## src/rtl/alarm_cmp_pkg.sv

```systemverilog
package alarm_cmp_pkg;
  parameter int DATA_W = 16;
  parameter int ADDR_W = 5;
  parameter int YEAR_W = 8;
  parameter int MON_W  = 4;
  parameter int DAY_W  = 5;
  parameter int HOUR_W = 5;
  parameter int MIN_W  = 6;
  parameter int SEC_W  = 6;
  parameter int ALM_BIT = 2;
  parameter int MODE_LSB = 2;
  localparam int HALF_W = DATA_W / 2;

  localparam logic [ADDR_W-1:0] A_ALM_YM  = 5'h08;
  localparam logic [ADDR_W-1:0] A_ALM_DAY = 5'h0A;
  localparam logic [ADDR_W-1:0] A_ALM_HM  = 5'h0C;
  localparam logic [ADDR_W-1:0] A_ALM_SEC = 5'h0E;
  localparam logic [ADDR_W-1:0] A_CTL     = 5'h10;
  localparam logic [ADDR_W-1:0] A_STAT    = 5'h14;
  localparam logic [ADDR_W-1:0] A_IEN     = 5'h16;

  typedef enum logic [1:0] {
    MATCH_HMS = 2'b00,
    MATCH_DAY = 2'b01,
    MATCH_MON = 2'b10,
    MATCH_ALL = 2'b11
  } matchMode_e;

  typedef struct packed {
    logic wrYm;
    logic wrDay;
    logic wrHm;
    logic wrSec;
    logic wrCtl;
    logic wrIen;
    logic clrAlm;
    logic setAlm;
  } strobe_t;

  typedef struct packed {
    logic sec;
    logic min;
    logic hour;
    logic day;
    logic mon;
    logic year;
  } fieldEq_t;
endpackage

```

## src/rtl/alarm_cmp_ctrl.sv

```systemverilog
module alarm_cmp_ctrl
  import alarm_cmp_pkg::*;
(
  input  logic              wrEn,
  input  logic [ADDR_W-1:0] wrAddr,
  input  logic [DATA_W-1:0] wrData,
  input  logic              secTick,
  input  matchMode_e        mode,
  input  fieldEq_t          fieldEq,
  output strobe_t           stb
);
  logic timeEq;
  logic hit;

  assign timeEq = fieldEq.sec && fieldEq.min && fieldEq.hour;

  always_comb begin
    unique case (mode)
      MATCH_HMS: hit = timeEq;
      MATCH_DAY: hit = timeEq && fieldEq.day;
      MATCH_MON: hit = timeEq && fieldEq.day && fieldEq.mon;
      default:   hit = timeEq && fieldEq.day && fieldEq.mon && fieldEq.year;
    endcase
  end

  always_comb begin
    stb        = '0;
    stb.wrYm   = wrEn && (wrAddr == A_ALM_YM);
    stb.wrDay  = wrEn && (wrAddr == A_ALM_DAY);
    stb.wrHm   = wrEn && (wrAddr == A_ALM_HM);
    stb.wrSec  = wrEn && (wrAddr == A_ALM_SEC);
    stb.wrCtl  = wrEn && (wrAddr == A_CTL);
    stb.wrIen  = wrEn && (wrAddr == A_IEN);
    stb.clrAlm = wrEn && (wrAddr == A_STAT) && wrData[ALM_BIT];
    stb.setAlm = secTick && hit;
  end
endmodule

```

## src/rtl/alarm_cmp_dp.sv

```systemverilog
module alarm_cmp_dp
  import alarm_cmp_pkg::*;
(
  input  logic              clk,
  input  logic              rst_n,
  input  strobe_t           stb,
  input  logic [DATA_W-1:0] wrData,
  input  logic [ADDR_W-1:0] rdAddr,
  input  logic [YEAR_W-1:0] curYear,
  input  logic [MON_W-1:0]  curMonth,
  input  logic [DAY_W-1:0]  curDay,
  input  logic [HOUR_W-1:0] curHour,
  input  logic [MIN_W-1:0]  curMin,
  input  logic [SEC_W-1:0]  curSec,
  output matchMode_e        mode,
  output fieldEq_t          fieldEq,
  output logic [DATA_W-1:0] rdData,
  output logic              almStatus,
  output logic              almEnable,
  output logic              irq
);
  logic [YEAR_W-1:0] almYear;
  logic [MON_W-1:0]  almMonth;
  logic [DAY_W-1:0]  almDay;
  logic [HOUR_W-1:0] almHour;
  logic [MIN_W-1:0]  almMin;
  logic [SEC_W-1:0]  almSec;
  logic [DATA_W-1:0] statusVec;
  logic [DATA_W-1:0] enableVec;

  always_ff @(posedge clk) begin
    if (!rst_n) begin
      almYear   <= '0;
      almMonth  <= '0;
      almDay    <= '0;
      almHour   <= '0;
      almMin    <= '0;
      almSec    <= '0;
      mode      <= MATCH_HMS;
      almEnable <= 1'b0;
      almStatus <= 1'b0;
    end else begin
      if (stb.wrYm) begin
        almYear  <= wrData[HALF_W +: YEAR_W];
        almMonth <= wrData[0 +: MON_W];
      end
      if (stb.wrDay) almDay <= wrData[0 +: DAY_W];
      if (stb.wrHm) begin
        almHour <= wrData[HALF_W +: HOUR_W];
        almMin  <= wrData[0 +: MIN_W];
      end
      if (stb.wrSec) almSec <= wrData[0 +: SEC_W];
      if (stb.wrCtl) mode <= matchMode_e'(wrData[MODE_LSB +: 2]);
      if (stb.wrIen) almEnable <= wrData[ALM_BIT];
      if (stb.setAlm)      almStatus <= 1'b1;
      else if (stb.clrAlm) almStatus <= 1'b0;
    end
  end

  always_comb begin
    fieldEq      = '0;
    fieldEq.sec  = (curSec == almSec);
    fieldEq.min  = (curMin == almMin);
    fieldEq.hour = (curHour == almHour);
    fieldEq.day  = (curDay == almDay);
    fieldEq.mon  = (curMonth == almMonth);
    fieldEq.year = (curYear == almYear);
  end

  always_comb begin
    statusVec          = '0;
    statusVec[0]       = 1'b1;
    statusVec[ALM_BIT] = almStatus;
    enableVec          = '0;
    enableVec[0]       = 1'b1;
    enableVec[ALM_BIT] = almEnable;
  end

  assign irq = |(statusVec[DATA_W-1:1] & enableVec[DATA_W-1:1]);

  always_comb begin
    rdData = '0;
    unique case (rdAddr)
      A_ALM_YM: begin
        rdData[HALF_W +: YEAR_W] = almYear;
        rdData[0 +: MON_W]       = almMonth;
      end
      A_ALM_DAY: rdData[0 +: DAY_W] = almDay;
      A_ALM_HM: begin
        rdData[HALF_W +: HOUR_W] = almHour;
        rdData[0 +: MIN_W]       = almMin;
      end
      A_ALM_SEC: rdData[0 +: SEC_W] = almSec;
      A_CTL:     rdData[MODE_LSB +: 2] = mode;
      A_STAT:    rdData = statusVec;
      A_IEN:     rdData = enableVec;
      default:   rdData = '0;
    endcase
  end
endmodule

```

## src/rtl/alarm_cmp.sv

```systemverilog
module alarm_cmp
  import alarm_cmp_pkg::*;
(
  input  logic              clk,
  input  logic              rst_n,
  input  logic              wrEn,
  input  logic [ADDR_W-1:0] wrAddr,
  input  logic [DATA_W-1:0] wrData,
  input  logic [ADDR_W-1:0] rdAddr,
  output logic [DATA_W-1:0] rdData,
  input  logic              secTick,
  input  logic [YEAR_W-1:0] curYear,
  input  logic [MON_W-1:0]  curMonth,
  input  logic [DAY_W-1:0]  curDay,
  input  logic [HOUR_W-1:0] curHour,
  input  logic [MIN_W-1:0]  curMin,
  input  logic [SEC_W-1:0]  curSec,
  output logic              irq
);
  strobe_t    stb;
  matchMode_e mode;
  fieldEq_t   fieldEq;
  logic       almStatus;
  logic       almEnable;

  alarm_cmp_ctrl u_ctrl (
    .wrEn    (wrEn),
    .wrAddr  (wrAddr),
    .wrData  (wrData),
    .secTick (secTick),
    .mode    (mode),
    .fieldEq (fieldEq),
    .stb     (stb)
  );

  alarm_cmp_dp u_dp (
    .clk       (clk),
    .rst_n     (rst_n),
    .stb       (stb),
    .wrData    (wrData),
    .rdAddr    (rdAddr),
    .curYear   (curYear),
    .curMonth  (curMonth),
    .curDay    (curDay),
    .curHour   (curHour),
    .curMin    (curMin),
    .curSec    (curSec),
    .mode      (mode),
    .fieldEq   (fieldEq),
    .rdData    (rdData),
    .almStatus (almStatus),
    .almEnable (almEnable),
    .irq       (irq)
  );
endmodule

```

## config.mk

```make
export PLATFORM = sky130hd
export DESIGN_NAME = alarm_cmp
export DESIGN_NICKNAME = d
export VERILOG_FILES = /design/src/rtl/alarm_cmp_pkg.sv /design/src/rtl/alarm_cmp_ctrl.sv /design/src/rtl/alarm_cmp_dp.sv /design/src/rtl/alarm_cmp.sv
export SDC_FILE = /design/constraint.sdc
export NUM_CORES = 1
export LEC_CHECK = 0
export BUFFER_PORTS_ARGS = -buffer_cell sky130_fd_sc_hd__buf_2
export CAP_MARGIN = 5
export CORE_MARGIN = 2
export CORE_UTILIZATION = 45
export CTS_CLUSTER_SIZE = 20
export DETAILED_ROUTE_END_ITERATION = 16
export PLACE_DENSITY = 0.76
export SYNTH_ARGS = -nofsm -noshare
export SYNTH_HDL_FRONTEND = slang
export SYNTH_SLANG_ARGS = --single-unit
```

## constraint.sdc

```tcl
create_clock -name clk -period 1.38 [get_ports clk]
set_input_delay 0.069 -clock clk [delete_from_list [all_inputs] [get_ports clk]]
set_output_delay 0.069 -clock clk [all_outputs]
set_load 0.05 [all_outputs]
```

==> results.sh <==
export IMPL_cts_bufs_inserted=5
export IMPL_post_layout_total_power_w=0.00217
export IMPL_post_route_min_period_ps=1590
export IMPL_worst_ir_drop_vdd_mv=0.366
export IMPL_seq_area_sq_um=776
export IMPL_crit_end_element="output port"
export IMPL_reg2reg_launch_point="u_dp.almHour[0]"
export IMPL_synth_seq_cells=38
export IMPL_mappedNetlistArea_sq_mm=0.00224
export IMPL_netlist_cell_type_count=33
export IMPL_maximum_number_of_pins_on_one_net_before_global_route_repair=39
export IMPL_timing_fmax_mhz=630
export IMPL_grt_first_pass_wirelength_mm=9.35
export IMPL_multi_input_comb_area_sq_mm=0.00148
export IMPL_die_h_microns=74.6
export IMPL_dr_total_vias=1972
export IMPL_cts_htree_levels=2
export IMPL_clkTransAtPathRegs_ps=80
export IMPL_post_cts_hold_buffer_count=0
export IMPL_worst_hold_path_type="in -> reg"
export IMPL_cts_tree="built"
export IMPL_drt_antenna_violating_nets=0
export IMPL_fillCellCount=409
export IMPL_cts_path_max_buffers=2
export IMPL_dieArea_sq_mm=0.00557
export IMPL_ys_seq_area_frac=0.339
export IMPL_antenna_found_initial=0
export IMPL_finalNetCount=389
export IMPL_crit_path_start_kind="register"
export IMPL_min_path_cells=3
export IMPL_most_used_flip_flop_cell_after_synthesis="sky130_fd_sc_hd__dfxtp_1"
export IMPL_critical_hold_path_startpoint="wrData[14]"
export IMPL_grt_util_all_layers=0.227
export IMPL_setup_ws_ps=-207
export IMPL_finish_stage_setup_viols=6
export IMPL_dr_first_iter_drc_count=120
export IMPL_yosysWarningCount=0
export IMPL_fp_rows=25
export IMPL_cp_arrival_ps=1520
export IMPL_placement_cell_area_sq_mm=0.00287
export IMPL_grt_setup_unrepaired="yes"
export IMPL_async_flop_share=0
export IMPL_synth_top_area_cell="sky130_fd_sc_hd__dfxtp_1"
export IMPL_worst_path_class_setup="reg -> out"
export IMPL_cts_root_buf="sky130_fd_sc_hd__clkbuf_8"
export IMPL_routed_wire_length_per_instance_microns=15.3
export IMPL_final_layout_size_suffix_gt1_frac=0.425
export IMPL_final_hold_violation_count=0
export IMPL_worst_r2r_cell_count=5
export IMPL_i_o_buffers=76
export IMPL_failed_checks="setup timing"
export IMPL_hpwlAfterDp_mm=4.50
export IMPL_initial_utilization=0.472
export IMPL_worst_skew_pair_late_latency_ps=290
export IMPL_ys_top_cells_by_area="sky130_fd_sc_hd__dfxtp_1 34%, sky130_fd_sc_hd__mux2i_1 19%, sky130_fd_sc_hd__nor2b_1 12%"
export IMPL_layout_cells_most_common_list="62 x sky130_fd_sc_hd__buf_2, 44 x sky130_fd_sc_hd__nor2b_1, 43 x sky130_fd_sc_hd__mux2i_1, 31 x sky130_fd_sc_hd__xor2_1, 26 x sky130_fd_sc_hd__dfxtp_1"
export IMPL_routed_wl_mm=6.01
export IMPL_cellPowerDensity_mw_per_mm2=699
export IMPL_max_cap_violations=0
export IMPL_critical_path_peak_fanout=2
export IMPL_overall_die_width_microns=74.6
export IMPL_timing_final_crit_share=1.15
export IMPL_finish_instance_area_sq_mm=0.00311
export IMPL_cellLeakagePower_nw=1.57
export IMPL_drt_first_pass_iters=4
export IMPL_tritoncts_num_sinks=38
export IMPL_grt_overflow_total=0
export IMPL_synth_cells=227
export IMPL_outcome="finished, violations left"
export IMPL_critical_path_required_ps=1310
export IMPL_synthDominantCellAreaShare=0.339
export IMPL_maxSlewViolCount=0
export IMPL_synth_avg_cell_area_sq_um=9.89
export IMPL_area_added_between_synthesis_and_finish_pct=38.4
export IMPL_via_count_of_the_first_global_routing_pass=2019
export IMPL_critPathLaunch="u_dp.almMin[0]"
export IMPL_gp_congestion=0.837
export IMPL_viasPerCell=5.03
export IMPL_fin_worst_skew_ps=7.97
export IMPL_ioPinCount=81
export IMPL_core_area_sq_mm=0.00475
export IMPL_number_of_enable_type_register_cells_in_the_synthesized_netlist=0
export IMPL_drc_errors=0
export IMPL_layout_cells_most_common="sky130_fd_sc_hd__buf_2"
export IMPL_insertedDiodeCount=0
flip-flops by register name, indices dropped and copies added, names as in the netlist:
register	flops
u_dp.mode	2
u_dp.almYear	8
u_dp.almSec	6
u_dp.almHour	5
u_dp.almEnable	1
u_dp.almMonth	4
u_dp.almMin	6
u_dp.almDay	5
u_dp.almStatus	1
where the power goes:
| group | switching (W) | internal, W |
|---|---|---|
| clock | 0.000401 | 0.000340 |
| combinational | 0.000162 | 0.000157 |
| sequential | 0.00000657 | 0.00110 |
synth_stat cells (all sizes together), types with 3 or more instances:
cell type and number:
nor2b 44, mux2i 43, dfxtp 38, xor2 31, nor2 9, buf 7
nor4 6, and3 4, clkbuf 4, nand2 4, nand4 4, a22oi 3
and2 3, mux2 3, mux4 3, xnor2 3
worst max-delay path, cell delays in order (launching register included):
cell and delay [ps]:
sky130_fd_sc_hd__dfxtp_2 340, sky130_fd_sc_hd__buf_6 110, sky130_fd_sc_hd__mux4_2 460, sky130_fd_sc_hd__nand2_2 80, sky130_fd_sc_hd__nand2_2 80, sky130_fd_sc_hd__buf_8 170
logic make-up after synthesis:
family | after synthesis | share of synthesized area
compound gates | 10 | 0.0401
xor+xnor | 34 | 0.133
buf+inv | 11 | 0.0256
flops | 38 | 0.339
mux | 49 | 0.237
other cells | 1 | 0.00167
simple gates | 84 | 0.224
routing by layer:
metal / GRT usage / part of all wire / vias to the layer above
met1: 0.283 / 0.46 / 927
met5: 0 / 0 / -
met2: 0.391 / 0.48 / 56
li1: - / - / 982
met3: 0.0549 / 0.049 / 7
met4: 0.0694 / 0.011 / 0
per-stage QoR:
| stage | instances | setup TNS [ps] | hold slack (ps) | util | setup WS, ps |
|---|---|---|---|---|---|
| 2_1_floorplan | 228 | -366 | 235 | - | -73.3 |
| 3_3_place_gp | 384 | -70.8 | 326 | 0.603 | -70.8 |
| 3_5_place_dp | 384 | -167 | 333 | 0.603 | -167 |
| 4_1_cts | 392 | -891 | 20.2 | 0.644 | -193 |
| 5_1_grt | 392 | -1160 | 34.4 | 0.653 | -269 |
| 6_report | 392 | -804 | 24.1 | 0.653 | -207 |
path summary, 6_finish.rpt:
check                          to  slack [ps]
hold / removal    u_dp.almYear[6]          20
setup / recovery        rdData[0]        -210
hold reg to reg    u_dp.almEnable         540
setup reg to reg   u_dp.almStatus        -130
area by class of cell:
cell class / count / area share
Sequential cell: 38 / 0.250
Tap cell: 67 / 0.0270
Timing Repair Buffer: 101 / 0.223
Clock inverter: 2 / 0.00322
Multi-Input combinational cell: 179 / 0.475
Clock buffer: 5 / 0.0222
repair_timing:
item / in CTS / in global routing
buffers inserted: 1 / 0
pin swaps: 7 / 4
endpoints found under the setup margin: 7 / 14
resized for setup: 39 / 19
hold endpoints to repair: 0 / 0
No activity file was read; power rests on OpenSTA's default activity.
